[config.mk]
export PLATFORM = sky130hd
export DESIGN_NAME = usb_pkt_tx
export DESIGN_NICKNAME = d
export VERILOG_FILES = /design/src/rtl/usb_pkt_tx.sv
export SDC_FILE = /design/constraint.sdc
export NUM_CORES = 1
export LEC_CHECK = 0
export ABC_AREA = 1
export CAP_MARGIN = 5
export CORE_MARGIN = 4
export CORE_UTILIZATION = 55
export CTS_CLUSTER_SIZE = 20
export DETAILED_ROUTE_END_ITERATION = 6
export HOLD_SLACK_MARGIN = 0.1
export PLACE_DENSITY = 0.82
export SYNTH_ARGS = -nofsm -noshare
export SYNTH_HDL_FRONTEND = slang
export SYNTH_SLANG_ARGS = --single-unit
[constraint.sdc]
create_clock -name clk -period 5.8 [get_ports clk]
set_input_delay 1.45 -clock clk [delete_from_list [all_inputs] [get_ports clk]]
set_output_delay 1.45 -clock clk [all_outputs]
set_load 0.02 [all_outputs]
[src/rtl/usb_pkt_tx.sv]
module usb_pkt_tx #(
  parameter int DATA_BYTES = 8
) (
  input  logic                    clk,
  input  logic                    rst_n,
  input  logic                    start,
  input  logic [2:0]              pkt_kind,
  input  logic [6:0]              dev_addr,
  input  logic [3:0]              endp,
  input  logic [DATA_BYTES*8-1:0] payload,
  output logic                    tx_oe,
  output logic                    tx_dp,
  output logic                    tx_dm,
  output logic                    done
);
  localparam int DBITS = DATA_BYTES * 8;
  localparam int CW = $clog2(DBITS > 16 ? DBITS : 16) + 1;
  localparam logic [CW-1:0] LAST_DATA = CW'(DBITS - 1);
  localparam logic [CW-1:0] LAST_TOK  = CW'(10);
  localparam logic [CW-1:0] LAST_C16  = CW'(15);
  localparam logic [CW-1:0] LAST_C5   = CW'(4);
  localparam logic [CW-1:0] LAST_BYTE = CW'(7);
  localparam logic [CW-1:0] LAST_EOP  = CW'(2);
  localparam logic [2:0] K_OUT = 3'd0, K_IN = 3'd1, K_DATA = 3'd2, K_ACK = 3'd3, K_NAK = 3'd4;

  typedef enum logic [2:0] {S_IDLE, S_SYNC, S_PID, S_BODY, S_CRC, S_TAIL, S_EOP} st_t;

  st_t              state;
  logic [CW-1:0]    cnt;
  logic [2:0]       kind_q;
  logic [DBITS-1:0] sh;
  logic [15:0]      crc, crc_fed, crc_sh;
  logic [2:0]       ones;
  logic             lvl;
  logic [3:0]       pid_code;
  logic             cur, nrzi, stuff, is_data, is_hs, crc_top, fb;

  always_comb begin
    case (kind_q)
      K_OUT:   pid_code = 4'b0001;
      K_IN:    pid_code = 4'b1001;
      K_DATA:  pid_code = 4'b0011;
      K_ACK:   pid_code = 4'b0010;
      K_NAK:   pid_code = 4'b1010;
      default: pid_code = 4'b0000;
    endcase
  end

  assign is_data = (kind_q == K_DATA);
  assign is_hs   = (kind_q == K_ACK) || (kind_q == K_NAK);
  assign crc_top = is_data ? crc[15] : crc[4];
  assign stuff   = (state == S_BODY || state == S_CRC || state == S_TAIL) && (ones == 3'd6);
  assign fb      = sh[0] ^ crc_top;
  assign crc_sh  = is_data ? {crc[14:0], 1'b0} : {11'b0, crc[3:0], 1'b0};
  assign crc_fed = crc_sh ^ (fb ? (is_data ? 16'h8005 : 16'h0005) : 16'h0000);

  always_comb begin
    case (state)
      S_SYNC:  cur = (cnt == LAST_BYTE);
      S_PID:   cur = (cnt[2:0] < 3'd4) ? pid_code[cnt[1:0]] : ~pid_code[cnt[1:0]];
      S_BODY:  cur = stuff ? 1'b0 : sh[0];
      S_CRC:   cur = stuff ? 1'b0 : ~crc_top;
      default: cur = 1'b0;
    endcase
  end

  assign nrzi  = cur ? lvl : ~lvl;
  assign tx_oe = (state != S_IDLE);
  assign tx_dp = (state == S_EOP) ? (cnt == LAST_EOP) : (tx_oe & nrzi);
  assign tx_dm = (state == S_EOP) ? 1'b0 : (tx_oe & ~nrzi);

  always_ff @(posedge clk or negedge rst_n) begin
    if (!rst_n) begin
      state  <= S_IDLE;
      cnt    <= '0;
      kind_q <= '0;
      sh     <= '0;
      crc    <= '1;
      ones   <= '0;
      lvl    <= 1'b1;
      done   <= 1'b0;
    end else begin
      done <= 1'b0;
      case (state)
        S_IDLE: if (start && pkt_kind <= K_NAK) begin
          state  <= S_SYNC;
          cnt    <= '0;
          kind_q <= pkt_kind;
          sh     <= (pkt_kind == K_DATA) ? payload : {{(DBITS-11){1'b0}}, endp, dev_addr};
          crc    <= '1;
          ones   <= '0;
          lvl    <= 1'b1;
        end
        S_SYNC: begin
          lvl <= nrzi;
          if (cnt == LAST_BYTE) begin
            state <= S_PID;
            cnt   <= '0;
          end else cnt <= cnt + 1'b1;
        end
        S_PID: begin
          lvl <= nrzi;
          if (cnt == LAST_BYTE) begin
            state <= is_hs ? S_EOP : S_BODY;
            cnt   <= '0;
            ones  <= '0;
          end else cnt <= cnt + 1'b1;
        end
        S_BODY: begin
          lvl <= nrzi;
          if (stuff) ones <= '0;
          else begin
            ones <= cur ? ones + 1'b1 : 3'd0;
            sh   <= sh >> 1;
            crc  <= crc_fed;
            if (cnt == (is_data ? LAST_DATA : LAST_TOK)) begin
              state <= S_CRC;
              cnt   <= '0;
            end else cnt <= cnt + 1'b1;
          end
        end
        S_CRC: begin
          lvl <= nrzi;
          if (stuff) ones <= '0;
          else begin
            ones <= cur ? ones + 1'b1 : 3'd0;
            crc  <= crc_sh;
            if (cnt == (is_data ? LAST_C16 : LAST_C5)) begin
              state <= (cur && ones == 3'd5) ? S_TAIL : S_EOP;
              cnt   <= '0;
            end else cnt <= cnt + 1'b1;
          end
        end
        S_TAIL: begin
          lvl   <= nrzi;
          ones  <= '0;
          state <= S_EOP;
        end
        S_EOP: begin
          if (cnt == LAST_EOP) begin
            state <= S_IDLE;
            cnt   <= '0;
            done  <= 1'b1;
          end else cnt <= cnt + 1'b1;
        end
        default: state <= S_IDLE;
      endcase
    end
  end

  assert_sync_opens_with_k_R2: assert property (@(posedge clk) disable iff (!rst_n)
    $rose(tx_oe) |-> (!tx_dp && tx_dm));

  assert_run_never_past_six_R7: assert property (@(posedge clk) disable iff (!rst_n)
    tx_oe |-> (ones <= 3'd6));

  assert_eop_releases_wires_R9: assert property (@(posedge clk) disable iff (!rst_n)
    (state == S_EOP && cnt == LAST_EOP) |=> !tx_oe);

  assert_done_after_final_j_R10: assert property (@(posedge clk) disable iff (!rst_n)
    done |-> (!tx_oe && $past(tx_oe && tx_dp && !tx_dm)));

  assert_done_single_clock_R10: assert property (@(posedge clk) disable iff (!rst_n)
    done |=> !done);

  assert_busy_start_ignored_R11: assert property (@(posedge clk) disable iff (!rst_n)
    (tx_oe && start) |=> $stable(kind_q));

  assert_bad_kind_ignored_R12: assert property (@(posedge clk) disable iff (!rst_n)
    (!tx_oe && start && pkt_kind > K_NAK) |=> !tx_oe);
endmodule

==> results_tabular.tex, run 1 <==
\begin{tabular}{lr}
\hline
Metric & Value \\
\hline
\multicolumn{2}{l}{\textbf{Drt}} \\
Drt drc & 0 \\
Number of vias in the routed layout & 4441 \\
Post-Route WL & 11.22 mm \\
Antenna viol nets, final & 0 \\
Wire length per cell after detailed routing & 14.27 µm \\
Count of routing violations after the opening detailed-route iteration & 278 \\
Vias/cell & 5.650 \\
Number of iterations in the first detailed-routing pass & 6 \\
\multicolumn{2}{l}{\textbf{STA}} \\
Setup repair after global routing missed its margin & no \\
Minimum clock period after layout & 4.742 ns \\
Peak clock frequency supported by timing & 210.9 MHz \\
Final-report setup violation count & 0 \\
Setup total negative slack & 0 ns \\
Count of final max-slew check failures & 0 \\
Transition time at the pin with the least slew margin & 1.131 ns \\
Hold Violations, Final & 0 \\
Worst Skew & about 0.011 ns \\
Tightest slew margin relative to the limit & between 20\% and 30\% \\
Period Utilization, post-route & 81.76\% \\
\multicolumn{2}{l}{\textbf{Yosys}} \\
Mean cell area of the mapped netlist & 8.250 µm² \\
Number of distinct library cells after synthesis & 36 \\
Post-Syn Area & 5016 µm² \\
Most common cell in the netlist & nand2\_1 \\
Top post-synthesis cells by area & dfrtp\_1 40\%, nand2\_1 12\%, dfstp\_2 8.9\%, a22oi\_1 8.4\%, o21ai\_0 6.7\% \\
Ranking of synthesized cells by instance count & 158 x nand2\_1, 81 x dfrtp\_1, 67 x o21ai\_0, 56 x a22oi\_1, 47 x inv\_1 \\
Share of synthesized registers carrying an async set or reset & 100.0\% \\
Synth Flop Type & dfrtp\_1 \\
Yosys top cell by area & dfrtp\_1 \\
Syn. warnings & 0 \\
Yosys top cell area share & 40.41\% \\
Part of the Yosys area used for sequential elements & about half \\
Number of enable-type register cells in the synthesized netlist & 0 \\
Register bit total from synthesis & a little under 100 \\
Cell count after synthesis & slightly above 600 \\
Synthesized net count & slightly below 700 \\
\multicolumn{2}{l}{\textbf{Clock tree}} \\
Master cell of the clock root buffer & clkbuf\_8 \\
H-Tree Level Count & 3 \\
Clock transition at the registers of the reported paths & around 0.090 ns \\
Clk buf depth & 2 \\
Number of gates resized after cts & 0 \\
Total clock sinks & slightly below 100 \\
Clock insertion delay at the later pin of the skew report & 0.36 ns \\
Number of post-CTS setup repair buffers & 0 \\
Total CTS buffers & 9 \\
Total of hold buffers inserted after clock tree synthesis & 0 \\
Clock tree from TritonCTS & yes \\
\multicolumn{2}{l}{\textbf{Floorplan}} \\
Die outline width & 103.5 µm \\
Vert. Die Dim & 103.5 µm \\
Starting Density & a little under three fifths \\
Die footprint & approximately 11000 µm² \\
Placeable Area & 8806 µm² \\
I/O Pins & 85 \\
\# rows & 34 \\
\multicolumn{2}{l}{\textbf{Min path}} \\
Worst hold path type & register to register \\
\multicolumn{2}{l}{\textbf{GRT}} \\
Initial antenna violation count & 0 \\
Vias in the first global route & 4280 \\
Global Route Usage Sum & about a fifth \\
Global-route wire length before repair & between 15 and 20 mm \\
Global-route congestion overflow total & 0 \\
Pin count of the biggest net entering global routing & 67 \\
\multicolumn{2}{l}{\textbf{Layout}} \\
Final layout net count & 759 \\
Signed area change from the synthesized netlist to the final layout & 20.80\% \\
Layout cells sized above 1 & 8.112\% \\
Multi-input gate area & 2182 µm² \\
Antenna Cells & 0 \\
Util after Layout & 68.81\% \\
Total area of sequential cells & 2474 µm² \\
FILL cells & 693 \\
\multicolumn{2}{l}{\textbf{Critical path}} \\
Arrival time worst endpoint & 3.29 ns \\
Required time of the critical path & 4.35 ns \\
Crit path max fanout & 60 \\
Nature of the critical path startpoint & register \\
Element type at the critical path end & primary output \\
Critical path start-end classification & register to primary output \\
\multicolumn{2}{l}{\textbf{Pwr}} \\
Worst IR Drop VDD & 0.2259 mV \\
Ratio of total power to cell area & 454.0 nW/µm² \\
Leakage power summed over all cells & 2.713 nW \\
\multicolumn{2}{l}{\textbf{Flow run}} \\
Count of maximum capacitance violations & 0 \\
\multicolumn{2}{l}{\textbf{Placement}} \\
Port Buffer Count & 84 \\
Global placer's final weighted congestion & around 0.9 \\
DP HPWL & 7.953 mm \\
\multicolumn{2}{l}{\textbf{Run status}} \\
Status & complete, no violations \\
\hline
\end{tabular}
layout by cell type, fill, tap and decap left out, types with 2 or more instances in the layout:
master / instances
a211oi_1: 2
a21oi_1: 17
a22oi_1: 56
buf_4: 3
clkbuf_8: 9
clkdlybuf4s50_1: 83
clkinv_2: 3
dfrtp_1: 81
dfstp_2: 17
ha_1: 5
inv_1: 47
inv_2: 2
nand2_1: 158
nand3_1: 37
nand4_1: 2
nor2_1: 34
nor3_1: 2
nor3_2: 2
o21ai_0: 67
o21ai_1: 20
o21ai_2: 5
o22ai_1: 2
xor2_1: 5
power breakdown:
group | leakage, nW | switching [W] | internal [W]
Sequential | 1.27 | 0.000170 | 0.000972
Combinational | 1.35 | 0.000768 | 0.000408
Clock | 0.0966 | 0.000233 | 0.000200
sequential cells by signal, summed over array words and instances, names as in the netlist:
register,flops
sh,64
lvl,1
kind_q,3
done,1
crc,16
state,3
ones,3
cnt,7
layer usage:
layer	wire length [µm]	GRT usage, %	vias up
met5	0	0	-
met4	186	7.312	0
met3	592	5.100	24
met2	5647	34.77	133
met1	4790	27.57	2111
li1	-	-	2173
cell type report:
cell class / instances / share of cell area (%)
clock buffer: 10 / 2.106
clock inverter: 6 / 1.074
inverter: 51 / 3.221
multi-input combinational: 426 / 36.01
sequential: 98 / 40.82
tap: 108 / 2.230
timing repair buffer: 87 / 14.54
final timing paths:
kind / slack (ns) / start / endpoint / cells past startpoint
max reg2reg: 3.11 / state[2] / sh[13] / 6
min reg2reg: 0.49 / sh[11] / sh[11] / 2
min: 0.49 / sh[11] / sh[11] / 2
min in group asynchronous: 1.06 / rst_n / done / 1
max in group asynchronous: 3.63 / rst_n / sh[0] / 2
max: 1.06 / state[2] / tx_dp / 12
kinds of logic (layout without fill, tap and decap cells):
logic type / Yosys count / after routing / synth area share, %
buf+inv: 84 / 154 / 7.508
xor+xnor: 6 / 6 / 1.048
flops: 98 / 98 / 49.31
compound gates: 171 / 171 / 20.45
fa+ha+maj: 5 / 5 / 1.247
simple gates: 244 / 244 / 20.43
per-stage QoR:
stage	total power, W	setup WS, ns	hold slack, ns	cell area [µm²]	cells
3_3_place_gp	0.002215	1.528	0.4649	5839	769
2_1_floorplan	0.002008	2.751	0.4479	5016	608
3_5_place_dp	0.002281	1.427	0.4697	5839	769
6_report	0.002751	1.058	0.4859	6060	786
4_1_cts	0.002727	1.032	0.4888	6032	785
5_1_grt	0.002990	0.7247	0.5085	6060	786
critical path, cell delays in order, from the launching register on:
cell             delay [ns]
dfrtp_1                0.47
inv_1                  0.14
nand3_2                0.36
inv_4                  0.61
nand3_1                0.15
nand2_1                0.13
nor2_1                 0.07
nand2_1                0.10
nand2_1                0.08
nand2_1                0.10
nand3_1                0.07
nand2_1                0.06
clkdlybuf4s50_1        0.59
(Power assumes the default switching activity.)
==> run 2: changes to the inputs <==
--- a/config.mk
+++ b/config.mk
@@ -8,11 +8,11 @@
 export ABC_AREA = 1
 export CAP_MARGIN = 5
 export CORE_MARGIN = 4
-export CORE_UTILIZATION = 55
+export CORE_UTILIZATION = 53
 export CTS_CLUSTER_SIZE = 20
 export DETAILED_ROUTE_END_ITERATION = 6
 export HOLD_SLACK_MARGIN = 0.1
-export PLACE_DENSITY = 0.82
+export PLACE_DENSITY = 0.8
 export SYNTH_ARGS = -nofsm -noshare
 export SYNTH_HDL_FRONTEND = slang
 export SYNTH_SLANG_ARGS = --single-unit
==> constraint.sdc (replaced) <==
create_clock -name clk -period 4.8 [get_ports clk]
set_input_delay 1.2 -clock clk [delete_from_list [all_inputs] [get_ports clk]]
set_output_delay 1.2 -clock clk [all_outputs]
set_load 0.02 [all_outputs]
==> run 2 against run 1 <==
Against the previous run: critical path depth unchanged; routed wire length up 0.70%; clock-buffer cell count unchanged; hold slack worse by 0.0019 ns; die area up 3.5%; largest cell class unchanged; combinational power up 18%; utilization down 2.6 points.
==> results_tabular.tex, run 2 (same netlist as run 1, synthesis figures left out) <==
\begin{tabular}{lr}
\hline
Metric & Value \\
\hline
\multicolumn{2}{l}{\textbf{Run status}} \\
Status & complete, no violations \\
\multicolumn{2}{l}{\textbf{Clock tree}} \\
Number of post-CTS setup repair buffers & 0 \\
Total CTS buffers & 9 \\
Clk buf depth & 2 \\
Total clock sinks & 98 \\
Clock insertion delay at the later pin of the skew report & 0.36 ns \\
Clock transition at the registers of the reported paths & 0.09 ns \\
Total of hold buffers inserted after clock tree synthesis & 0 \\
H-Tree Level Count & 3 \\
Number of gates resized after cts & 0 \\
Master cell of the clock root buffer & clkbuf\_8 \\
Clock tree from TritonCTS & yes \\
\multicolumn{2}{l}{\textbf{GRT}} \\
Vias in the first global route & between 4000 and 5000 \\
Met3 track demand over resource & 5.634\% \\
Met2 track demand over resource in global routing & 33.38\% \\
Global-route wire length before repair & 19.24 mm \\
Peak-usage layer in the global routing report & met2 \\
Initial antenna violation count & 0 \\
Global Route Usage Sum & between 20\% and 30\% \\
Met1 capacity usage during global routing & 27.72\% \\
Global-route congestion overflow total & 0 \\
Pin count of the biggest net entering global routing & 68 \\
\multicolumn{2}{l}{\textbf{Pwr}} \\
Ratio of total power to cell area & roughly 550 nW/µm² \\
Total power draw & 0.003364 W \\
Worst IR Drop VDD & 0.2736 mV \\
Leakage power summed over all cells & 2.734 nW \\
\multicolumn{2}{l}{\textbf{STA}} \\
Worst Skew & 0.01170 ns \\
Transition time at the pin with the least slew margin & 0.6195 ns \\
Setup repair after global routing missed its margin & no \\
Count of final max-slew check failures & 0 \\
Hold Violations, Final & 0 \\
Period Utilization, post-route & between 90\% and 100\% \\
Peak clock frequency supported by timing & 226.8 MHz \\
Post-Route Hold Slack & 0.4840 ns \\
Tightest slew margin relative to the limit & 58.58\% \\
Minimum clock period after layout & 4.409 ns \\
Final-report setup violation count & 0 \\
Setup total negative slack & 0 ns \\
\multicolumn{2}{l}{\textbf{Drt}} \\
Vias/cell & 5.428 \\
Drt drc & 0 \\
Post-Route WL & around 11 mm \\
Number of iterations in the first detailed-routing pass & 5 \\
Wire length per cell after detailed routing & 13.96 µm \\
Antenna viol nets, final & 0 \\
Count of routing violations after the opening detailed-route iteration & 257 \\
Number of vias in the routed layout & 4391 \\
\multicolumn{2}{l}{\textbf{Critical path}} \\
Most repeated library cell on the critical path & nand2\_1 \\
Largest delay share family, worst path & buffers and inverters \\
Critical path start-end classification & register to primary output \\
Crit path max fanout & 60 \\
Element type at the critical path end & primary output \\
Crit-path slowest cell & clkdlybuf4s50\_1 \\
Required time of the critical path & approximately 3.6 ns \\
Total buffers and inverters traversed by the critical path & 3 \\
Arrival time worst endpoint & 3.21 ns \\
Largest stage delay, worst path & 0.59 ns \\
Nature of the critical path startpoint & register \\
Worst path cell trace & inv\_1, nand3\_2, inv\_6, nand3\_1, nand2\_1, nor2\_1, nand2\_1, nand2\_1, nand2\_1, nand3\_1, nand2\_1, clkdlybuf4s50\_1 \\
\multicolumn{2}{l}{\textbf{Layout}} \\
Register containing the most flip-flops in the final layout & sh \\
Most common cell after layout, fill and taps aside & nand2\_1 \\
FILL cells & 760 \\
Layout cells sized above 1 & 8.529\% \\
Commonest non-fill, non-tap cells in the layout & 158 x nand2\_1, 83 x clkdlybuf4s50\_1, 81 x dfrtp\_1, 67 x o21ai\_0, 56 x a22oi\_1 \\
Multi-input gate area & approximately 2200 µm² \\
Final layout net count & roughly 760 \\
Total area of sequential cells & 2474 µm² \\
Antenna Cells & 0 \\
Biggest registers after layout & sh: 64 flops, crc: 16 flops, cnt: 7 flops \\
Number of flip-flops in the largest register & 64 \\
Signed area change from the synthesized netlist to the final layout & 21.93\% \\
\multicolumn{2}{l}{\textbf{Placement}} \\
DP HPWL & 8.006 mm \\
Global placer's final weighted congestion & 0.9067 \\
Port Buffer Count & 84 \\
\multicolumn{2}{l}{\textbf{Floorplan}} \\
Placeable Area & between 9000 and 10000 µm² \\
Vert. Die Dim & 105.3 µm \\
I/O Pins & 85 \\
Die outline width & 105.3 µm \\
\# rows & 35 \\
Die footprint & 11080 µm² \\
Starting Density & 54.29\% \\
\multicolumn{2}{l}{\textbf{Min path}} \\
Worst hold path type & register to register \\
\multicolumn{2}{l}{\textbf{Flow run}} \\
Count of maximum capacitance violations & 0 \\
\hline
\end{tabular}
run 2: cell count changes in the layout (fill, tap and decap cells not counted), sizes merged:
cell      previous run  this run
bufinv               1         2
clkinvlp             1         0
buf                  4         6
run 2: report_power, final:
part | internal [W] | leakage, nW | switching (W)
clock | 0.000309 | 0.117 | 0.000289
sequential | 0.00117 | 1.27 | 0.000202
combinational | 0.000468 | 1.35 | 0.000923
run 2: area by class of cell:
class                      instances  area share (%)
clock buffer                      10           2.250
clock inverter                     6           1.432
inverter                          51           3.232
multi-input combinational        426           35.68
sequential                        98           40.45
tap                              129           2.639
timing repair buffer              89           14.32
run 2: layer usage:
layer / share of wire, % / routed length (µm)
met3: 5.3 / 598
met2: 50 / 5656
met1: 43 / 4881
met4: 1.4 / 159
met5: 0 / 0
run 2: through the flow:
step	cell area [µm²]	setup WS [ns]	util, %	cells
after floorplan	5016	2.001	-	608
after global placement	5888	0.7739	63.72	793
after detailed placement	5888	0.6739	63.72	793
after CTS	6113	0.2666	66.16	809
after global routing	6116	0.1235	66.19	809
final	6116	0.3912	66.19	809
run 2: worst paths after layout:
| check | from | endpoint | slack [ns] | cells past startpoint |
|---|---|---|---|---|
| min in group asynchronous | rst_n | cnt[5] | 0.62 | 1 |
| max | state[2] | tx_dp | 0.39 | 12 |
| max in group asynchronous | rst_n | sh[49] | 3.41 | 2 |
| min reg2reg | crc[3] | crc[3] | 0.48 | 2 |
| min | crc[3] | crc[3] | 0.48 | 2 |
| max reg2reg | state[2] | crc[0] | 2.34 | 7 |
run 2: tightest hold or removal path: cells and delay by family, from the launching register on:
family	cells	cell delay [ns]
compound gates	1	0.06
flops	1	0.37
buf+inv	1	0.06
